`src/rtl/rxo_pkg.sv`:
```
package rxo_pkg;
  localparam int MIN_BITS = 5;
  localparam int LEN_W    = 2;

  typedef enum logic {ST_IDLE, ST_WORD} rxo_state_e;

  function automatic int data_bits(input logic [LEN_W-1:0] len);
    return MIN_BITS + int'(len);
  endfunction

  // index of the final sample in a word: 2*(data + stop + 1) - 2
  function automatic int word_last(input logic [LEN_W-1:0] len, input logic two_stop);
    return 2 * (data_bits(len) + 1 + int'(two_stop) + 1) - 2;
  endfunction
endpackage

```
`src/rtl/rxo_tick_gen.sv`:
```
module rxo_tick_gen #(
  parameter int DIV_W = 16
) (
  input  logic             clk,
  input  logic             rst,
  input  logic             en,
  input  logic [DIV_W-1:0] div,
  output logic             tick
);
  logic [DIV_W-1:0] cnt_q;

  always_ff @(posedge clk) begin
    if (rst) begin
      cnt_q <= '0;
      tick  <= 1'b0;
    end else if (!en) begin
      cnt_q <= div;
      tick  <= 1'b0;
    end else if (cnt_q == '0) begin
      cnt_q <= div;
      tick  <= 1'b1;
    end else begin
      cnt_q <= cnt_q - 1'b1;
      tick  <= 1'b0;
    end
  end
endmodule

```
`src/rtl/rxo_word_sampler.sv`:
```
module rxo_word_sampler
  import rxo_pkg::*;
#(
  parameter int MAX_BITS = 8
) (
  input  logic                clk,
  input  logic                rst,
  input  logic                en,
  input  logic                tick,
  input  logic                line_s,
  input  logic [LEN_W-1:0]    cfg_len,
  input  logic                cfg_two_stop,
  output logic                push,
  output logic [MAX_BITS-1:0] push_data
);
  localparam int SAMP_W = 2 * (MAX_BITS + 3) - 1;
  localparam int IDX_W  = $clog2(SAMP_W);

  rxo_state_e         state_q;
  logic               prev_q;
  logic [IDX_W-1:0]   idx_q;
  logic [IDX_W-1:0]   last_q;
  logic [LEN_W-1:0]   len_q;
  logic [SAMP_W-1:0]  samp_q;
  logic [MAX_BITS-1:0] extract;

  // keep sample 2k+1 as data bit k; bits beyond the length read zero
  always_comb begin
    extract = '0;
    for (int k = 0; k < MAX_BITS; k++) begin
      if (k < data_bits(len_q)) extract[k] = samp_q[2*k+1];
    end
  end

  always_ff @(posedge clk) begin
    if (rst) begin
      state_q   <= ST_IDLE;
      prev_q    <= 1'b0;
      idx_q     <= '0;
      last_q    <= '0;
      len_q     <= '0;
      samp_q    <= '0;
      push      <= 1'b0;
      push_data <= '0;
    end else begin
      push <= 1'b0;
      if (!en) begin
        state_q <= ST_IDLE;
        idx_q   <= '0;
        prev_q  <= 1'b0;
      end else if (tick) begin
        prev_q <= line_s;
        case (state_q)
          ST_IDLE: begin
            if (prev_q && !line_s) begin
              state_q <= ST_WORD;
              idx_q   <= '0;
              len_q   <= cfg_len;
              last_q  <= IDX_W'(word_last(cfg_len, cfg_two_stop));
            end
          end
          ST_WORD: begin
            samp_q[idx_q] <= line_s;
            if (idx_q == last_q) begin
              state_q   <= ST_IDLE;
              push      <= 1'b1;
              push_data <= extract;
            end else begin
              idx_q <= idx_q + 1'b1;
            end
          end
          default: state_q <= ST_IDLE;
        endcase
      end
    end
  end
endmodule

```
`src/rtl/rxo_fifo.sv`:
```
module rxo_fifo #(
  parameter int DATA_W = 8,
  parameter int DEPTH  = 8
) (
  input  logic              clk,
  input  logic              rst,
  input  logic              push,
  input  logic [DATA_W-1:0] wdata,
  input  logic              pop,
  input  logic              ovf_clr,
  output logic [DATA_W-1:0] rd_data,
  output logic              rd_valid,
  output logic              not_empty,
  output logic              overflow,
  output logic              full
);
  localparam int AW    = $clog2(DEPTH);
  localparam int CNT_W = $clog2(DEPTH + 1);

  logic [DATA_W-1:0] mem [DEPTH];
  logic [AW-1:0]     wp_q, rp_q;
  logic [CNT_W-1:0]  cnt_q, cnt_d;
  logic              do_rd, do_wr;

  assign full  = (cnt_q == CNT_W'(DEPTH));
  assign do_rd = pop && (cnt_q != '0);
  assign do_wr = push && (!full || do_rd);

  always_comb begin
    cnt_d = cnt_q;
    if (do_wr && !do_rd) cnt_d = cnt_q + 1'b1;
    if (do_rd && !do_wr) cnt_d = cnt_q - 1'b1;
  end

  always_ff @(posedge clk) begin
    if (do_wr) mem[wp_q] <= wdata;
  end

  always_ff @(posedge clk) begin
    if (rst)        rd_data <= '0;
    else if (do_rd) rd_data <= mem[rp_q];
  end

  always_ff @(posedge clk) begin
    if (rst) begin
      wp_q      <= '0;
      rp_q      <= '0;
      cnt_q     <= '0;
      rd_valid  <= 1'b0;
      not_empty <= 1'b0;
      overflow  <= 1'b0;
    end else begin
      if (do_wr) wp_q <= (wp_q == AW'(DEPTH - 1)) ? '0 : wp_q + 1'b1;
      if (do_rd) rp_q <= (rp_q == AW'(DEPTH - 1)) ? '0 : rp_q + 1'b1;
      cnt_q     <= cnt_d;
      not_empty <= (cnt_d != '0);
      rd_valid  <= do_rd;
      if (push && !do_wr) overflow <= 1'b1;
      else if (ovf_clr)   overflow <= 1'b0;
    end
  end
endmodule

```
`src/rtl/rxo_uart_rx.sv`:
```
module rxo_uart_rx
  import rxo_pkg::*;
#(
  parameter int MAX_BITS = 8,
  parameter int DIV_W    = 16,
  parameter int DEPTH    = 8
) (
  input  logic                clk,
  input  logic                rst,
  input  logic                rx_en,
  input  logic                rx_serial,
  input  logic [LEN_W-1:0]    cfg_len,
  input  logic                cfg_two_stop,
  input  logic [DIV_W-1:0]    samp_div,
  input  logic                pop,
  input  logic                ovf_clr,
  output logic [MAX_BITS-1:0] rd_data,
  output logic                rd_valid,
  output logic                not_empty,
  output logic                overflow
);
  logic [1:0]          sync_q;
  logic                tick;
  logic                smp_push;
  logic [MAX_BITS-1:0] smp_data;
  logic                fifo_full;

  always_ff @(posedge clk) begin
    if (rst) sync_q <= 2'b11;
    else     sync_q <= {sync_q[0], rx_serial};
  end

  rxo_tick_gen #(.DIV_W(DIV_W)) u_tick (
    .clk  (clk),
    .rst  (rst),
    .en   (rx_en),
    .div  (samp_div),
    .tick (tick)
  );

  rxo_word_sampler #(.MAX_BITS(MAX_BITS)) u_sampler (
    .clk          (clk),
    .rst          (rst),
    .en           (rx_en),
    .tick         (tick),
    .line_s       (sync_q[1]),
    .cfg_len      (cfg_len),
    .cfg_two_stop (cfg_two_stop),
    .push         (smp_push),
    .push_data    (smp_data)
  );

  rxo_fifo #(.DATA_W(MAX_BITS), .DEPTH(DEPTH)) u_fifo (
    .clk       (clk),
    .rst       (rst),
    .push      (smp_push),
    .wdata     (smp_data),
    .pop       (pop),
    .ovf_clr   (ovf_clr),
    .rd_data   (rd_data),
    .rd_valid  (rd_valid),
    .not_empty (not_empty),
    .overflow  (overflow),
    .full      (fifo_full)
  );
endmodule

```
`config.mk`:
```
export PLATFORM = sky130hd
export DESIGN_NAME = rxo_uart_rx
export DESIGN_NICKNAME = d
export VERILOG_FILES = /design/src/rtl/rxo_pkg.sv /design/src/rtl/rxo_tick_gen.sv /design/src/rtl/rxo_word_sampler.sv /design/src/rtl/rxo_fifo.sv /design/src/rtl/rxo_uart_rx.sv
export SDC_FILE = /design/constraint.sdc
export NUM_CORES = 1
export LEC_CHECK = 0
export ABC_CLOCK_PERIOD_IN_PS = 2650
export BUFFER_PORTS_ARGS = -buffer_cell sky130_fd_sc_hd__buf_4
export CAP_MARGIN = 30
export CORE_MARGIN = 10
export CORE_UTILIZATION = 35
export DETAILED_ROUTE_END_ITERATION = 8
export PLACE_DENSITY = 0.59
export SYNTH_ARGS = -nofsm -noshare
export SYNTH_HDL_FRONTEND = slang
export SYNTH_HIERARCHICAL = 1
export SYNTH_SLANG_ARGS = --single-unit
```
`constraint.sdc`:
```
create_clock -name clk -period 2.65 [get_ports clk]
set_clock_uncertainty 0.15 [all_clocks]
set_input_delay 0.53 -clock clk [delete_from_list [all_inputs] [get_ports clk]]
set_output_delay 0.53 -clock clk [all_outputs]
set_load 0.02 [all_outputs]
```
## After elaboration in Yosys (flattened, before gate mapping)

Memory sizes are Yosys's and may differ from the RTL's. A register that Yosys moved wholly into a read port is not among the register bits.
Index checks and enable logic that the tools add are counted.

- Flip-flop bits (word level): 76
- Latch bits: 0
- Bits in writable memories: 64
- Memory bits (read-only): 0
- Output and inout port bits: 11
- Logic and storage cells: 100
- Memories kept: 1

- $add $sub $neg: 12
- Multipliers: 0
- Divide/modulo/power cells: 0
- $lt $le $gt $ge: 10
- Equal/unequal tests: 6
- Shift-type cells: 0
- Multiplexer cells: 29
- Bitwise logic cells: 3
- Reductions and logical operators: 22

Memories:

| memory | words | width | rd ports | clocked after Yosys merged registers in | wr ports | RTL line | RTL |
|---|---|---|---|---|---|---|---|
| u_fifo.mem | 8 | 8 | 1 | 1 | 1 | rxo_fifo.sv:20 | `logic [DATA_W-1:0] mem [DEPTH];` |

Operator list:

| cell | number |
|---|---|
| $lt A4 B32 Y1 const A | 4 |
| $lt A3 B32 Y1 const A | 2 |
| $lt A2 B32 Y1 const A | 1 |
| $mux W16 | 2 |
| $bwmux W21 | 1 |
| $mux W1 | 17 |
| $logic_not A16 Y1 | 1 |
| $sub A16 B1 Y16 const B | 1 |
| $mux W5 | 2 |
| $pmux W5 S2 | 1 |
| $add A3 B2 Y4 const A | 2 |
| $add A4 B2 Y4 const B | 2 |
| $mux W4 | 2 |
| $reduce_and A4 Y1 | 2 |
| $reduce_bool A4 Y1 | 2 |
| $logic_and A1 B1 Y1 | 7 |
| $add A3 B1 Y3 const B | 2 |
| $eq A3 B3 Y1 const B | 2 |
| $lt A5 B6 Y1 const B | 1 |
| $mux W3 | 2 |
| $reduce_and A3 Y1 | 2 |
| $add A5 B1 Y5 const B | 1 |
| $demux W1 S5 | 1 |
| $eq A5 B5 Y1 | 1 |
| other kinds (16) | 21 |

## Depth between registers and ports, before layout

Gate-level depths: netlist of the first run.

- Word-level depth: 8
- Gate-level depth with buffers: 8
- Gate-level depth less buffers: 7

## Modules after synthesis

Netlist of the first run, hierarchy kept.

Modules (own cells, without submodules):

| module | times used | cells an instance | area each (um^2) | seq. area each (um^2) |
|---|---|---|---|---|
| rxo_fifo | 1 | 221 | 3,459.6 | 2,342.2 |
| rxo_word_sampler | 1 | 156 | 1,436.4 | 600.6 |
| rxo_tick_gen | 1 | 108 | 1,044.8 | 340.3 |
| rxo_uart_rx | 1 | 4 | 52.6 | 40.0 |

## Worst setup path after synthesis of the first run

No wires, ideal clock.

- Path type: register to register
- Start: reg u_fifo.cnt_q[0]
- End: mem u_fifo.mem[0][0], enable pin
- Setup time: 395 ps
- Arrival: 1,767 ps
- Data required time: 2,105 ps
- Path slack: 338 ps
- Cell stages (with the launch flop): 6
- Path buffers: 0
- Period minus slack after synthesis: 2,312 ps
- Path through: dfxtp_1 > inv_1 > ha_1 > nand2_1 > o31ai_2 > nor4_1

- Word-level cells in the longest chain between the ends: 6

RTL lines:

| what | RTL line | RTL |
|---|---|---|
| start: declaration | rxo_fifo.sv:22 | `logic [CNT_W-1:0] cnt_q, cnt_d;` |
| start signal: assignment | rxo_fifo.sv:55 | `cnt_q <= cnt_d;` |
| $eq A4 B4 Y1 / $reduce_bool A4 Y1 (equally long branches) | rxo_fifo.sv:25, rxo_fifo.sv:26 |  |
| $logic_not A1 Y1 / $logic_and A1 B1 Y1 (equally long branches) | rxo_fifo.sv:27, rxo_fifo.sv:26 |  |
| $logic_or A1 B1 Y1 * | rxo_fifo.sv:27 | `assign do_wr = push && (!full \|\| do_rd);` |
| $logic_and A1 B1 Y1 * | rxo_fifo.sv:27 |  |
| $mux W1 * | rxo_fifo.sv:36 | `if (do_wr) mem[wp_q] <= wdata;` |
| $mux W1 (not written as such) * | rxo_fifo.sv:36 |  |
| end: declaration | rxo_fifo.sv:20 |  |

Mark *: on every way between the ends. The rest lies on a longest branch, timed or not.

## Final worst setup path of the first run

- Start: reg u_fifo.cnt_q[0]
- End: mem u_fifo.mem[4][6], enable pin

Same word-level chain as after synthesis.

==> results of run 1 <==
-- kinds of logic after synthesis --
logic type | synth area share
AOI/OAI and AO/OA | 0.1052
DFF | 0.5545
buffers and inverters | 0.03528
and+or+nand+nor | 0.1476
muxes | 0.1052
xor gates and xnor gates | 0.02589
adders and majority gates | 0.02630
-- sequential cells by signal (all words and copies together), names as in the netlist, 2 cells and up --
register             count
u_fifo/cnt_q             4
u_sampler/samp_q         8
u_fifo/rd_data           8
sync_q                   2
u_tick/cnt_q            16
u_sampler/idx_q          5
u_sampler/push_data      8
u_sampler/len_q          2
u_fifo/rp_q              3
u_sampler/last_q         4
u_fifo/mem              64
u_fifo/wp_q              3
-- worst max-delay path: stages (launching register included) --
cell and delay (ns):
sky130_fd_sc_hd__dfxtp_1 0.42, sky130_fd_sc_hd__inv_1 0.11, sky130_fd_sc_hd__ha_1 0.28, sky130_fd_sc_hd__nand2_1 0.13
sky130_fd_sc_hd__o31ai_2 0.07, sky130_fd_sc_hd__buf_4 0.18, sky130_fd_sc_hd__inv_1 0.09, sky130_fd_sc_hd__nand2_1 0.11
sky130_fd_sc_hd__nor3_1 0.17, sky130_fd_sc_hd__buf_4 0.20
-- placed cells by master (no fill, tap or decap), types with 5 or more instances in the layout --
master / netlist / final
sky130_fd_sc_hd__dfxtp_1: 70 / 70
sky130_fd_sc_hd__edfxtp_1: 64 / 64
sky130_fd_sc_hd__buf_4: 4 / 49
sky130_fd_sc_hd__nor2_1: 41 / 41
sky130_fd_sc_hd__a21oi_1: 36 / 36
sky130_fd_sc_hd__nand2_1: 27 / 27
sky130_fd_sc_hd__mux2i_1: 27 / 27
sky130_fd_sc_hd__clkbuf_16: 0 / 17
sky130_fd_sc_hd__nor3_1: 16 / 16
sky130_fd_sc_hd__mux4_2: 16 / 16
sky130_fd_sc_hd__nand3_1: 14 / 14
sky130_fd_sc_hd__inv_1: 13 / 13
sky130_fd_sc_hd__a211oi_1: 11 / 11
sky130_fd_sc_hd__ha_1: 11 / 11
sky130_fd_sc_hd__a211oi_2: 10 / 10
sky130_fd_sc_hd__nor2b_1: 9 / 9
sky130_fd_sc_hd__xnor2_1: 8 / 8
sky130_fd_sc_hd__o21ai_0: 6 / 6
sky130_fd_sc_hd__xor2_1: 6 / 6
sky130_fd_sc_hd__nand2b_1: 5 / 5
sky130_fd_sc_hd__nand3b_1: 5 / 5
-- where the power goes --
group	switching, mW	leakage [nW]	internal, mW	total (mW)
clock	0.844	0.253	1.27	2.11
sequential	0.106	1.09	2.27	2.38
combinational	0.575	0.952	0.482	1.06
-- metrics by stage --
stage | util | hold WS (ns) | power, mW | cell area, µm² | setup slack, ns
6_report | 0.4198 | 0.1569 | 5.550 | 7012 | 0.4445
5_1_grt | 0.4198 | 0.1501 | 5.853 | 7012 | 0.2482
4_1_cts | 0.4198 | 0.1425 | 5.622 | 7012 | 0.4681
3_5_place_dp | 0.3876 | 0.2507 | 3.491 | 6474 | 0.4932
3_3_place_gp | 0.3876 | 0.2434 | 3.464 | 6474 | 0.5765
2_1_floorplan | - | 0.2332 | 3.201 | 5993 | 0.3381
-- how the worst max path moves through the flow --
stage | from | endpoint | slack (ns) | cells past startpoint
final | u_fifo/cnt_q[0] | u_fifo/mem[4][6] | 0.44 | 9
after global routing | u_fifo/cnt_q[0] | u_fifo/mem[4][6] | 0.25 | 9
after global placement | u_tick/cnt_q[0] | u_tick/cnt_q[14] | 0.58 | 6
after detailed placement | u_fifo/cnt_q[0] | u_fifo/mem[4][0] | 0.49 | 9
after floorplan | u_fifo/cnt_q[0] | u_fifo/mem[0][0] | 0.34 | 5
after CTS | u_fifo/cnt_q[0] | u_fifo/mem[4][0] | 0.47 | 9
-- layout make-up --
class | count | area, µm²
Inverter | 13 | 48.80
Clock buffer | 17 | 425.4
Sequential cell | 134 | 3323
Fill cell | 1599 | 9689
Tap cell | 220 | 275.3
Multi-Input combinational cell | 313 | 2459
Timing Repair Buffer | 49 | 367.9
Clock inverter | 14 | 112.6
-- per-layer routing --
| layer | up-vias | track usage |
|---|---|---|
| met1 | 1867 | 0.1264 |
| met3 | 10 | 0.03938 |
| met5 | - | 0 |
| li1 | 1900 | - |
| met4 | 0 | 0.03609 |
| met2 | 66 | 0.1743 |
==> tab_implementation.tex, run 1 <==
\begin{tabular}{lr}
\hline
Metric & Value \\
\hline
\multicolumn{2}{l}{\textbf{Logic synthesis}} \\
\quad Commonest register cell after synthesis & sky130\_fd\_sc\_hd\_\_dfxtp\_1 \\
\quad Most frequent cell after synthesis & sky130\_fd\_sc\_hd\_\_dfxtp\_1 \\
\quad Synth Warn \# & 6 \\
\quad Async set-reset flop share out of synthesis & 0 \\
\quad Syn Inst Count & about 500 \\
\quad Synth Net Count & 526 \\
\quad Post-synthesis average cell area & 12.26 µm² \\
\quad Top cells by instance count after synthesis & sky130\_fd\_sc\_hd\_\_dfxtp\_1, sky130\_fd\_sc\_hd\_\_edfxtp\_1, sky130\_fd\_sc\_hd\_\_nor2\_1, sky130\_fd\_sc\_hd\_\_a21oi\_1 \\
\quad Synth cell types & just under 70 \\
\quad Largest area contributor in the netlist & sky130\_fd\_sc\_hd\_\_edfxtp\_1 \\
\quad Cell area after synthesis & about 0.0060 mm² \\
\quad Number of enable flip-flop cells after synthesis & 64 \\
\quad Sequential element share of the synthesized area & 0.5545 \\
\quad Flop and latch count out of synthesis & $\sim$130 \\
\quad Synth area leaders & sky130\_fd\_sc\_hd\_\_edfxtp\_1, sky130\_fd\_sc\_hd\_\_dfxtp\_1, sky130\_fd\_sc\_hd\_\_mux4\_2 \\
\quad Synth top area share & 0.3207 \\
\multicolumn{2}{l}{\textbf{Worst hold path}} \\
\quad Number of cells on the worst hold path & 2 \\
\quad Hold path startpoint & rx\_serial \\
\quad Min-delay worst type & input port to register \\
\quad End point of the most critical hold path & sync\_q[0] \\
\multicolumn{2}{l}{\textbf{Clock tree}} \\
\quad Clock Root Buffer & sky130\_fd\_sc\_hd\_\_clkbuf\_16 \\
\quad Number of buffers created by CTS & 17 \\
\quad Clk Latency, worst-skew pair & around 0.41 ns \\
\quad CTS tree & done \\
\quad Clk slew on worst S/H paths & 0.06 ns \\
\quad Clock buffer depth & 2 \\
\quad CTS Sinks & 134 \\
\quad Maximum level of the CTS H-tree & 4 \\
\quad Quantity of hold-fixing buffers added after cts & 0 \\
\quad Number of buffers added for setup after CTS & 0 \\
\quad Total of cells resized after clock tree synthesis & 0 \\
\multicolumn{2}{l}{\textbf{STA}} \\
\quad Slew at the pin with the worst max-slew slack & 0.7455 ns \\
\quad Final hold violations & 0 \\
\quad Final setup viols & 0 \\
\quad F\_max & 453.4 MHz \\
\quad Slew margin rel. & 0.5030 \\
\quad Unrepaired setup endpoints after global routing & no \\
\quad Clock period minus final worst setup slack & $\sim$2.2 ns \\
\quad Number of slew-limit violations in the final report & 0 \\
\quad Tcrit/Tclk final & 0.8323 \\
\quad Setup TNS Final & 0 ns \\
\multicolumn{2}{l}{\textbf{Floorplan}} \\
\quad Number of top-level pins & 36 \\
\quad Core area & $\sim$0.017 mm² \\
\quad Die ar. & 0.02276 mm² \\
\quad Die Span X & 150.9 µm \\
\quad Die Ht & 150.9 µm \\
\quad Placement row count & 47 \\
\quad Starting utilization of the core area & 0.3589 \\
\multicolumn{2}{l}{\textbf{Power and ir drop}} \\
\quad Reported leakage power & $\sim$2.3 nW \\
\quad Worst ir drop on vdd & 481.3 µV \\
\quad Power Density & 791.5 mW/mm² \\
\multicolumn{2}{l}{\textbf{Layout}} \\
\quad Share of post-route cells with drive strength above 1 & 0.2315 \\
\quad Non-filler instance count after layout & 760 \\
\quad Final antenna diode count & 0 \\
\quad P\&R area growth vs syn & 16.99\% \\
\quad Post-layout nets & 565 \\
\multicolumn{2}{l}{\textbf{Placement}} \\
\quad Number of I/O port buffers & 35 \\
\quad Half-perimeter wire length after detailed placement & 7.833 mm \\
\quad Final Wtd Congestion & 0.8117 \\
\quad Placed cells & 729 \\
\multicolumn{2}{l}{\textbf{Setup path}} \\
\quad Critical R2R Launch & u\_fifo/cnt\_q[0] \\
\quad Critical path endpoint category & register \\
\quad Number of cells traversed by the worst register-to-register path & 9 \\
\quad Setup slack of the worst register-to-register path & 0.44 ns \\
\quad Classification of the worst setup path & register to register \\
\quad Arrival time reported for the critical path endpoint & roughly 2.2 ns \\
\quad Worst-path fanout max & 9 \\
\quad Reg2reg end & u\_fifo/mem[4][6] \\
\quad Worst EP required & between 2 and 3 ns \\
\quad Crit path launch type & register \\
\multicolumn{2}{l}{\textbf{Detailed routing}} \\
\quad Top Layer Used & met4 \\
\quad Detailed route wirelength on metal3 & 563 µm \\
\quad Drt first pass iters & 4 \\
\quad Vias & 3,843 \\
\quad Number of DRC markers after the initial detailed-route iteration & 157 \\
\quad Met1 WL & 5.143 mm \\
\quad Routed length per instance & $\sim$15 µm \\
\quad Number of nets with antenna violations after routing & 0 \\
\quad Final wirelength & 11.44 mm \\
\quad Met2 routed WL & 5.613 mm \\
\quad Final routed DRC violation total & 0 \\
\quad Via density per instance & 5.057 \\
\multicolumn{2}{l}{\textbf{Global route}} \\
\quad Initial antenna violation count & 0 \\
\quad Overall overflow remaining after global route & 0 \\
\quad Vias in the first global route & a little under 4k \\
\quad Largest net degree at the start of global routing & 36 \\
\quad Wire length of the first global-routing pass & 19.40 mm \\
\quad GRT Total Usage & 0.1064 \\
\multicolumn{2}{l}{\textbf{Run status}} \\
\quad Result of the run & finished, final reports clean \\
\multicolumn{2}{l}{\textbf{Flow run}} \\
\quad Max Cap Viol & 0 \\
\hline
\end{tabular}
Note: power is estimated with default switching activity, not from simulation.
==> run 2: changes to the inputs <==
- ABC_AREA: not set -> 1
- ABC_CLOCK_PERIOD_IN_PS: 2650 -> 2070
- clock period: 2.65 -> 2.07 ns (I/O delays scaled with it)
==> tab_implementation.tex, run 2 <==
\begin{tabular}{lr}
\hline
Metric & Value \\
\hline
\multicolumn{2}{l}{\textbf{Run status}} \\
\quad Result of the run & finished, final reports clean \\
\multicolumn{2}{l}{\textbf{Clock tree}} \\
\quad Clk Latency, worst-skew pair & 0.41 ns (about the same) \\
\quad Number of buffers created by CTS & 17 (unchanged) \\
\quad CTS Sinks & 134 (unchanged) \\
\quad Maximum level of the CTS H-tree & 4 (unchanged) \\
\quad Clock Root Buffer & sky130\_fd\_sc\_hd\_\_clkbuf\_16 \\
\quad CTS tree & done \\
\quad Clock buffer depth & 2 (unchanged) \\
\quad Clk slew on worst S/H paths & 0.05 ns (about the same) \\
\multicolumn{2}{l}{\textbf{Power and ir drop}} \\
\quad Sw frac & 0.2934 (+0.01846) \\
\quad Seq pwr share & 0.413 (-0.016) \\
\quad Share of power burned in combinational logic & 0.209 (+0.019) \\
\quad Reported net switching power & 2.115 mW (+39\%) \\
\quad Internal power & 5.093 mW (+27\%) \\
\quad Relative contribution of the clock network to total power & 0.377 (-0.004) \\
\quad Reported leakage power & 3.149 nW (+37\%) \\
\quad Power Density & 972.9 mW/mm² (+23\%) \\
\quad Worst ir drop on vdd & 593.8 µV (+23\%) \\
\multicolumn{2}{l}{\textbf{Logic synthesis}} \\
\quad Cell area after synthesis & 0.006317 mm² (+5.4\%) \\
\quad Flop and latch count out of synthesis & 134 (unchanged) \\
\quad Synth area leaders & sky130\_fd\_sc\_hd\_\_edfxtp\_1, sky130\_fd\_sc\_hd\_\_dfxtp\_1, sky130\_fd\_sc\_hd\_\_nand2\_1 \\
\quad Synth Warn \# & 6 (unchanged) \\
\quad Commonest register cell after synthesis & sky130\_fd\_sc\_hd\_\_dfxtp\_1 \\
\quad Synth cell types & 39 (-43\%) \\
\quad Post-synthesis compound-gate area fraction & 0.1054 (+0.0001482) \\
\quad Syn Inst Count & 730 (+49\%) \\
\quad Top cells by instance count after synthesis & sky130\_fd\_sc\_hd\_\_nand2\_1, sky130\_fd\_sc\_hd\_\_nor2\_1, sky130\_fd\_sc\_hd\_\_dfxtp\_1, sky130\_fd\_sc\_hd\_\_edfxtp\_1, sky130\_fd\_sc\_hd\_\_inv\_1 \\
\quad Simple-gate area share of the yosys netlist & 0.2616 (+0.1140) \\
\quad Largest area contributor in the netlist & sky130\_fd\_sc\_hd\_\_edfxtp\_1 \\
\quad Mux share of post-synthesis cell area & 0 (-0.1052) \\
\quad Async set-reset flop share out of synthesis & 0 (unchanged) \\
\quad Synth top area share & 0.3042 (-0.01645) \\
\quad Synth Net Count & 767 (+46\%) \\
\quad Most frequent cell after synthesis & sky130\_fd\_sc\_hd\_\_nand2\_1 \\
\quad Combinational family with the most area after synthesis & simple AND/OR/NAND/NOR gates \\
\quad Number of enable flip-flop cells after synthesis & 64 (unchanged) \\
\quad Fraction of synthesized cell area in xor and xnor cells & 0.005546 (-0.02034) \\
\quad Sequential element share of the synthesized area & 0.5260 (-0.02844) \\
\quad Adder-Cell Fraction of Synth Area & 0.02496 (-0.001349) \\
\quad Post-synthesis average cell area & 8.654 µm² (-29\%) \\
\multicolumn{2}{l}{\textbf{Flow run}} \\
\quad Max Cap Viol & 0 (unchanged) \\
\multicolumn{2}{l}{\textbf{Placement}} \\
\quad Final Wtd Congestion & 0.8061 (-0.69\%) \\
\quad Half-perimeter wire length after detailed placement & 9.805 mm (+25\%) \\
\quad Placed cells & 992 (+36\%) \\
\quad Worst slack, placed & 0.1572 ns (-0.3360 ns) \\
\quad Number of I/O port buffers & 35 (unchanged) \\
\multicolumn{2}{l}{\textbf{Setup path}} \\
\quad Worst EP required & 2.03 ns (-0.59 ns) \\
\quad Largest delay contributor family on the critical path & simple AND/OR/NAND/NOR gates \\
\quad Worst setup path startpoint & u\_fifo/cnt\_q[0] \\
\quad Crit path cell chain & inv\_1 > ha\_2 > nand3\_2 > inv\_2 > nand2\_2 > nand3\_1 > nor2\_1 > buf\_4 \\
\quad Classification of the worst setup path & register to register \\
\quad Delay of the slowest cell on the worst path & 0.34 ns (-0.08 ns) \\
\quad Critical path endpoint category & register \\
\quad Number of cells traversed by the worst register-to-register path & 8 (-1) \\
\quad Critical path depth & 8 (-1) \\
\quad Combined buffer and inverter count along the critical path & 3 (-1) \\
\quad Setup slack of the worst register-to-register path & 0.19 ns (-0.25 ns) \\
\quad Worst-path fanout max & 8 (-1) \\
\quad Slowest cell on the critical path & sky130\_fd\_sc\_hd\_\_dfxtp\_1 \\
\quad Crit path launch type & register \\
\quad Reg2reg end & u\_fifo/mem[0][3] \\
\quad Arrival time reported for the critical path endpoint & 1.84 ns (-0.34 ns) \\
\quad Critical R2R Launch & u\_fifo/cnt\_q[0] \\
\quad Critical Path Sink & u\_fifo/mem[0][3] \\
\multicolumn{2}{l}{\textbf{STA}} \\
\quad Number of slew-limit violations in the final report & 0 (unchanged) \\
\quad Tcrit/Tclk final & 0.9067 (+0.07445) \\
\quad F\_max & 532.8 MHz (+18\%) \\
\quad Slew margin rel. & 0.6208 (+0.1178) \\
\quad Unrepaired setup endpoints after global routing & no \\
\quad WHS & 0.02989 ns (-0.1270 ns) \\
\quad Final setup viols & 0 (unchanged) \\
\quad Final hold violations & 0 (unchanged) \\
\quad Setup TNS Final & 0 ns (unchanged) \\
\quad Slew at the pin with the worst max-slew slack & 0.5681 ns (-0.1775 ns) \\
\quad Clock period minus final worst setup slack & 1.877 ns (-0.3286 ns) \\
\quad Final WS setup & 0.1931 ns (-0.2514 ns) \\
\multicolumn{2}{l}{\textbf{Layout}} \\
\quad Non-filler instance count after layout & 1,024 (+35\%) \\
\quad Register with the highest flop count & u\_fifo/mem \\
\quad Share of the core filled with cells & 0.4152 (-0.004591) \\
\quad Final antenna diode count & 0 (unchanged) \\
\quad Largest register FFs & 64 (unchanged) \\
\quad P\&R area growth vs syn & 17.27\% \\
\quad Post-layout nets & 819 (+45\%) \\
\quad Leading cell type in the layout, fill and taps excluded & sky130\_fd\_sc\_hd\_\_nand2\_1 \\
\quad Largest regs & u\_fifo/mem (64), u\_tick/cnt\_q (16) \\
\quad Most frequent cells in the layout & sky130\_fd\_sc\_hd\_\_nand2\_1, sky130\_fd\_sc\_hd\_\_nor2\_1, sky130\_fd\_sc\_hd\_\_dfxtp\_1 \\
\quad Share of post-route cells with drive strength above 1 & 0.1836 (-0.04783) \\
\multicolumn{2}{l}{\textbf{Detailed routing}} \\
\quad Final wirelength & 13.80 mm (+21\%) \\
\quad Final routed DRC violation total & 0 (unchanged) \\
\quad Number of DRC markers after the initial detailed-route iteration & 186 (+18\%) \\
\quad Number of nets with antenna violations after routing & 0 (unchanged) \\
\quad Routed length per instance & 13.47 µm (-10\%) \\
\quad Via density per instance & 4.648 (-8.1\%) \\
\quad Drt first pass iters & 5 (+1) \\
\quad Vias & 4,760 (+24\%) \\
\multicolumn{2}{l}{\textbf{Global route}} \\
\quad Overall overflow remaining after global route & 0 (unchanged) \\
\quad Wire length of the first global-routing pass & 22.39 mm (+15\%) \\
\quad Largest net degree at the start of global routing & 29 (-19\%) \\
\quad GRT Total Usage & 0.1167 (+0.01025) \\
\quad Vias in the first global route & 4,621 (+17\%) \\
\quad Initial antenna violation count & 0 (unchanged) \\
\multicolumn{2}{l}{\textbf{Floorplan}} \\
\quad Starting utilization of the core area & 0.3541 (-0.004763) \\
\quad Die Ht & 154.4 µm (+2.3\%) \\
\quad Die Span X & 154.4 µm (+2.3\%) \\
\quad Placement row count & 49 (+4.3\%) \\
\quad Number of top-level pins & 36 (unchanged) \\
\quad Core area & 0.01784 mm² (+6.8\%) \\
\quad Die ar. & 0.02382 mm² (+4.7\%) \\
\multicolumn{2}{l}{\textbf{Worst hold path}} \\
\quad Min-delay worst type & input port to register \\
\hline
\end{tabular}
==> run 2: cell types whose count changed after synthesis, sizes merged, moves of 11 or more <==
cell,previous run,this run
nand2,28,142
nor2,41,144
inv,13,74
o21ai,6,62
nand3,16,44
mux2i,27,0
a211oi,21,0
mux4,16,0
o211ai,3,16
nor3,17,6
==> run 2: cell type report <==
cell class,count,area [µm²]
clock buffers,21,450.4
clock inverters,11,85.08
fillers,1769,10430
inverters,77,296.5
multi-input cells,495,2514
flip-flops and latches,134,3323
well taps,229,286.5
repair buffers,57,452.9
==> run 2: power groups by stage <==
stage,combinational (mW),sequential (mW),clock [mW]
2_1_floorplan,1.13,3.06,0
3_3_place_gp,1.51,3.03,0
3_5_place_dp,1.52,3.03,0
4_1_cts,1.52,2.98,2.79
5_1_grt,1.70,2.99,2.92
6_report,1.51,2.98,2.72
==> run 2: cells by family after synthesis <==
kind of cell,after synthesis
compound gates,118
xor+xnor,4
fa+ha+maj,12
buf+inv,101
flops,134
simple gates,361
==> run 2: what timing repair did <==
| item | in CTS | in global routing |
|---|---|---|
| setup buffers | 0 | 0 |
| endpoints found under the setup margin | 0 | 8 |
| hold buffers | 0 | 0 |
| gates resized for setup | 0 | 1 |
==> run 2: worst register-to-register path: stages (launching register included) <==
cell,delay [ns]
sky130_fd_sc_hd__dfxtp_1,0.34
sky130_fd_sc_hd__inv_1,0.09
sky130_fd_sc_hd__ha_2,0.22
sky130_fd_sc_hd__nand3_2,0.13
sky130_fd_sc_hd__inv_2,0.05
sky130_fd_sc_hd__nand2_2,0.06
sky130_fd_sc_hd__nand3_1,0.19
sky130_fd_sc_hd__nor2_1,0.16
sky130_fd_sc_hd__buf_4,0.19
==> run 2: worst min-delay path by stage <==
stage	startpoint	end	slack [ns]	cells past startpoint
after floorplan	sync_q[0]	sync_q[1]	0.24	2
after global placement	sync_q[0]	sync_q[1]	0.24	2
after detailed placement	sync_q[0]	sync_q[1]	0.26	2
after CTS	rx_serial	sync_q[0]	0.009	3
after global routing	rx_serial	sync_q[0]	0.01	3
final	rx_serial	sync_q[0]	0.03	3
==> run 2: routing by layer <==
layer  part of all wire  wire length, µm  track usage
met1               0.48             6673       0.1405
met2               0.48             6642       0.1925
met3              0.029              397      0.03688
met4             0.0061               84      0.03914
met5                  0                0            0
==> run 2: metrics by stage <==
step	power (mW)	area (µm²)
6_report	7.208	7408
5_1_grt	7.610	7408
4_1_cts	7.287	7406
3_5_place_dp	4.549	6870
3_3_place_gp	4.546	6870
2_1_floorplan	4.187	6317
==> run 3: changes to the inputs <==
- CORE_UTILIZATION: 35 -> 45
- PLACE_DENSITY: 0.59 -> 0.7
==> tab_implementation.tex, run 3 (synthesis results as in run 2) <==
\begin{tabular}{lr}
\hline
Metric & Value \\
\hline
\multicolumn{2}{l}{\textbf{Global route}} \\
\quad Wire length of the first global-routing pass & 22.27 mm (-0.55\%) \\
\quad Initial antenna violation count & 0 (unchanged) \\
\quad Overall overflow remaining after global route & 0 (unchanged) \\
\quad GRT Total Usage & 0.1419 (+0.02522) \\
\quad Largest net degree at the start of global routing & 28 (-3.4\%) \\
\quad Vias in the first global route & 4,705 (+1.8\%) \\
\multicolumn{2}{l}{\textbf{Layout}} \\
\quad Share of post-route cells with drive strength above 1 & 0.1874 (+0.003774) \\
\quad Register with the highest flop count & u\_fifo/mem \\
\quad Final antenna diode count & 0 (unchanged) \\
\quad Most frequent cells in the layout & sky130\_fd\_sc\_hd\_\_nand2\_1, sky130\_fd\_sc\_hd\_\_nor2\_1, sky130\_fd\_sc\_hd\_\_dfxtp\_1 \\
\quad Largest regs & u\_fifo/mem (64), u\_tick/cnt\_q (16) \\
\quad Post-layout nets & 819 (unchanged) \\
\quad Largest register FFs & 64 (unchanged) \\
\quad Leading cell type in the layout, fill and taps excluded & sky130\_fd\_sc\_hd\_\_nand2\_1 \\
\quad P\&R area growth vs syn & 18.30\% \\
\multicolumn{2}{l}{\textbf{STA}} \\
\quad Final WS setup & 0.1736 ns (-0.01948 ns) \\
\quad WHS & 0.06338 ns (+0.03349 ns) \\
\quad Setup TNS Final & 0 ns (unchanged) \\
\quad Unrepaired setup endpoints after global routing & no \\
\quad Final setup viols & 0 (unchanged) \\
\quad Final hold violations & 0 (unchanged) \\
\quad F\_max & 527.3 MHz (-1.0\%) \\
\quad Slew at the pin with the worst max-slew slack & 0.5232 ns (-0.04489 ns) \\
\quad Clock period minus final worst setup slack & 1.896 ns (+0.01948 ns) \\
\quad Slew margin rel. & 0.6512 (+0.03044) \\
\quad Number of slew-limit violations in the final report & 0 (unchanged) \\
\quad Tcrit/Tclk final & 0.9161 (+0.009409) \\
\multicolumn{2}{l}{\textbf{Power and ir drop}} \\
\quad Internal power & 5.802 mW (+14\%) \\
\quad Relative contribution of the clock network to total power & 0.436 (+0.059) \\
\quad Worst ir drop on vdd & 590.1 µV (-0.61\%) \\
\quad Share of power burned in combinational logic & 0.193 (-0.016) \\
\quad Reported net switching power & 2.173 mW (+2.7\%) \\
\quad Reported leakage power & 3.204 nW (+1.8\%) \\
\quad Sw frac & 0.2724 (-0.02092) \\
\quad Seq pwr share & 0.371 (-0.042) \\
\quad Power Density & 1067 mW/mm² (+9.7\%) \\
\multicolumn{2}{l}{\textbf{Floorplan}} \\
\quad Number of top-level pins & 36 (unchanged) \\
\quad Starting utilization of the core area & 0.4569 (+0.1028) \\
\quad Die ar. & 0.01918 mm² (-20\%) \\
\quad Die Span X & 138.5 µm (-10\%) \\
\quad Placement row count & 43 (-12\%) \\
\quad Die Ht & 138.5 µm (-10\%) \\
\quad Core area & 0.01383 mm² (-22\%) \\
\multicolumn{2}{l}{\textbf{Setup path}} \\
\quad Worst EP required & 2.04 ns (about the same) \\
\quad Critical R2R Launch & u\_fifo/cnt\_q[0] \\
\quad Classification of the worst setup path & register to register \\
\quad Crit path launch type & register \\
\quad Critical path endpoint category & register \\
\quad Arrival time reported for the critical path endpoint & 1.87 ns (+0.03 ns) \\
\quad Worst setup path startpoint & u\_fifo/cnt\_q[0] \\
\quad Worst-path fanout max & 8 (unchanged) \\
\multicolumn{2}{l}{\textbf{Detailed routing}} \\
\quad Routed length per instance & 13.97 µm (+3.7\%) \\
\quad Via density per instance & 4.977 (+7.1\%) \\
\quad Vias & 4,853 (+2.0\%) \\
\quad Number of nets with antenna violations after routing & 0 (unchanged) \\
\quad Drt first pass iters & 5 (unchanged) \\
\quad Final routed DRC violation total & 0 (unchanged) \\
\quad Final wirelength & 13.63 mm (-1.2\%) \\
\quad Number of DRC markers after the initial detailed-route iteration & 285 (+53\%) \\
\multicolumn{2}{l}{\textbf{Clock tree}} \\
\quad Clk Latency, worst-skew pair & 0.42 ns (about the same) \\
\quad Number of buffers added for setup after CTS & 0 (unchanged) \\
\quad CTS tree & done \\
\quad Maximum level of the CTS H-tree & 4 (unchanged) \\
\quad Clk slew on worst S/H paths & 0.06 ns (about the same) \\
\quad CTS Sinks & 134 (unchanged) \\
\quad Clock Root Buffer & sky130\_fd\_sc\_hd\_\_clkbuf\_16 \\
\quad Clock buffer depth & 2 (unchanged) \\
\quad Number of buffers created by CTS & 17 (unchanged) \\
\multicolumn{2}{l}{\textbf{Placement}} \\
\quad Half-perimeter wire length after detailed placement & 9.387 mm (-4.3\%) \\
\quad Worst slack, placed & 0.1317 ns (-0.02556 ns) \\
\quad Number of I/O port buffers & 35 (unchanged) \\
\quad Final Wtd Congestion & 0.8639 (+7.2\%) \\
\multicolumn{2}{l}{\textbf{Flow run}} \\
\quad Max Cap Viol & 0 (unchanged) \\
\multicolumn{2}{l}{\textbf{Worst hold path}} \\
\quad Hold path startpoint & samp\_div[2] \\
\quad Min-delay worst type & input port to register \\
\multicolumn{2}{l}{\textbf{Run status}} \\
\quad Result of the run & finished, final reports clean \\
\hline
\end{tabular}
[run 3: cell count changes in the layout (fill, tap and decap cells not counted)]
| cell | before | now |
|---|---|---|
| sky130_fd_sc_hd__buf_12 | 2 | 0 |
| sky130_fd_sc_hd__buf_4 | 55 | 56 |
| sky130_fd_sc_hd__bufinv_16 | 1 | 7 |
| sky130_fd_sc_hd__clkbuf_1 | 3 | 1 |
| sky130_fd_sc_hd__clkbuf_8 | 1 | 0 |
| sky130_fd_sc_hd__clkinv_1 | 6 | 4 |
| sky130_fd_sc_hd__clkinv_2 | 4 | 2 |
| sky130_fd_sc_hd__clkinvlp_4 | 2 | 3 |
| sky130_fd_sc_hd__dlygate4sd3_1 | 0 | 1 |
[run 3: what timing repair did]
| action | in CTS | in global routing |
|---|---|---|
| hold endpoints to repair | 1 | 0 |
| gates resized for setup | 0 | 1 |
| setup endpoints to repair | 0 | 13 |
| hold buffers | 1 | 0 |
[run 3: metal layers]
layer	track usage	share of wire	wire length (µm)
met3	0.04486	0.049	665
met1	0.1574	0.43	5836
met4	0.05216	0.018	246
met5	0	0	0
met2	0.2485	0.50	6877
[run 3: layout make-up]
type                    count  area [µm²]
inverters                  77       296.5
clock inverters            14       255.2
repair buffers             57       430.4
fillers                  1254        6354
multi-input cells         495        2514
clock buffers              18       429.2
well taps                 180       225.2
flip-flops and latches    134        3323
[run 3: power groups by stage]
stage / sequential (mW) / clock [mW] / combinational [mW]
detailed placement: 3.01 / 0 / 1.52
global placement: 3.01 / 0 / 1.50
CTS: 2.96 / 3.54 / 1.54
global route: 2.97 / 3.65 / 1.73
finish: 2.95 / 3.48 / 1.54
floorplan: 3.06 / 0 / 1.13
[run 3: worst paths after layout]
path | cells past startpoint | slack, ns | to
setup / recovery | 10 | 0.17 | u_fifo/mem[5][6]
hold / removal | 3 | 0.06 | u_tick/cnt_q[2]
setup reg to reg | 10 | 0.17 | u_fifo/mem[5][6]
hold reg to reg | 2 | 0.26 | sync_q[1]
[run 3: stage by stage]
step	utilization	cell area [µm²]	cells	power, mW
5_1_grt	0.5405	7473	975	8.352
3_3_place_gp	0.4901	6777	942	4.512
2_1_floorplan	-	6317	730	4.187
6_report	0.5405	7473	975	7.974
3_5_place_dp	0.4901	6777	942	4.533
4_1_cts	0.5403	7471	975	8.033
[run 3: critical path: stages, from the launching register on]
cell	delay [ns]
sky130_fd_sc_hd__dfxtp_1	0.35
sky130_fd_sc_hd__inv_1	0.09
sky130_fd_sc_hd__ha_2	0.22
sky130_fd_sc_hd__nand3_2	0.13
sky130_fd_sc_hd__inv_2	0.05
sky130_fd_sc_hd__nand2_2	0.06
sky130_fd_sc_hd__nand2_2	0.09
sky130_fd_sc_hd__nor2_2	0.12
sky130_fd_sc_hd__inv_2	0.07
sky130_fd_sc_hd__nor2_1	0.09
sky130_fd_sc_hd__buf_4	0.17
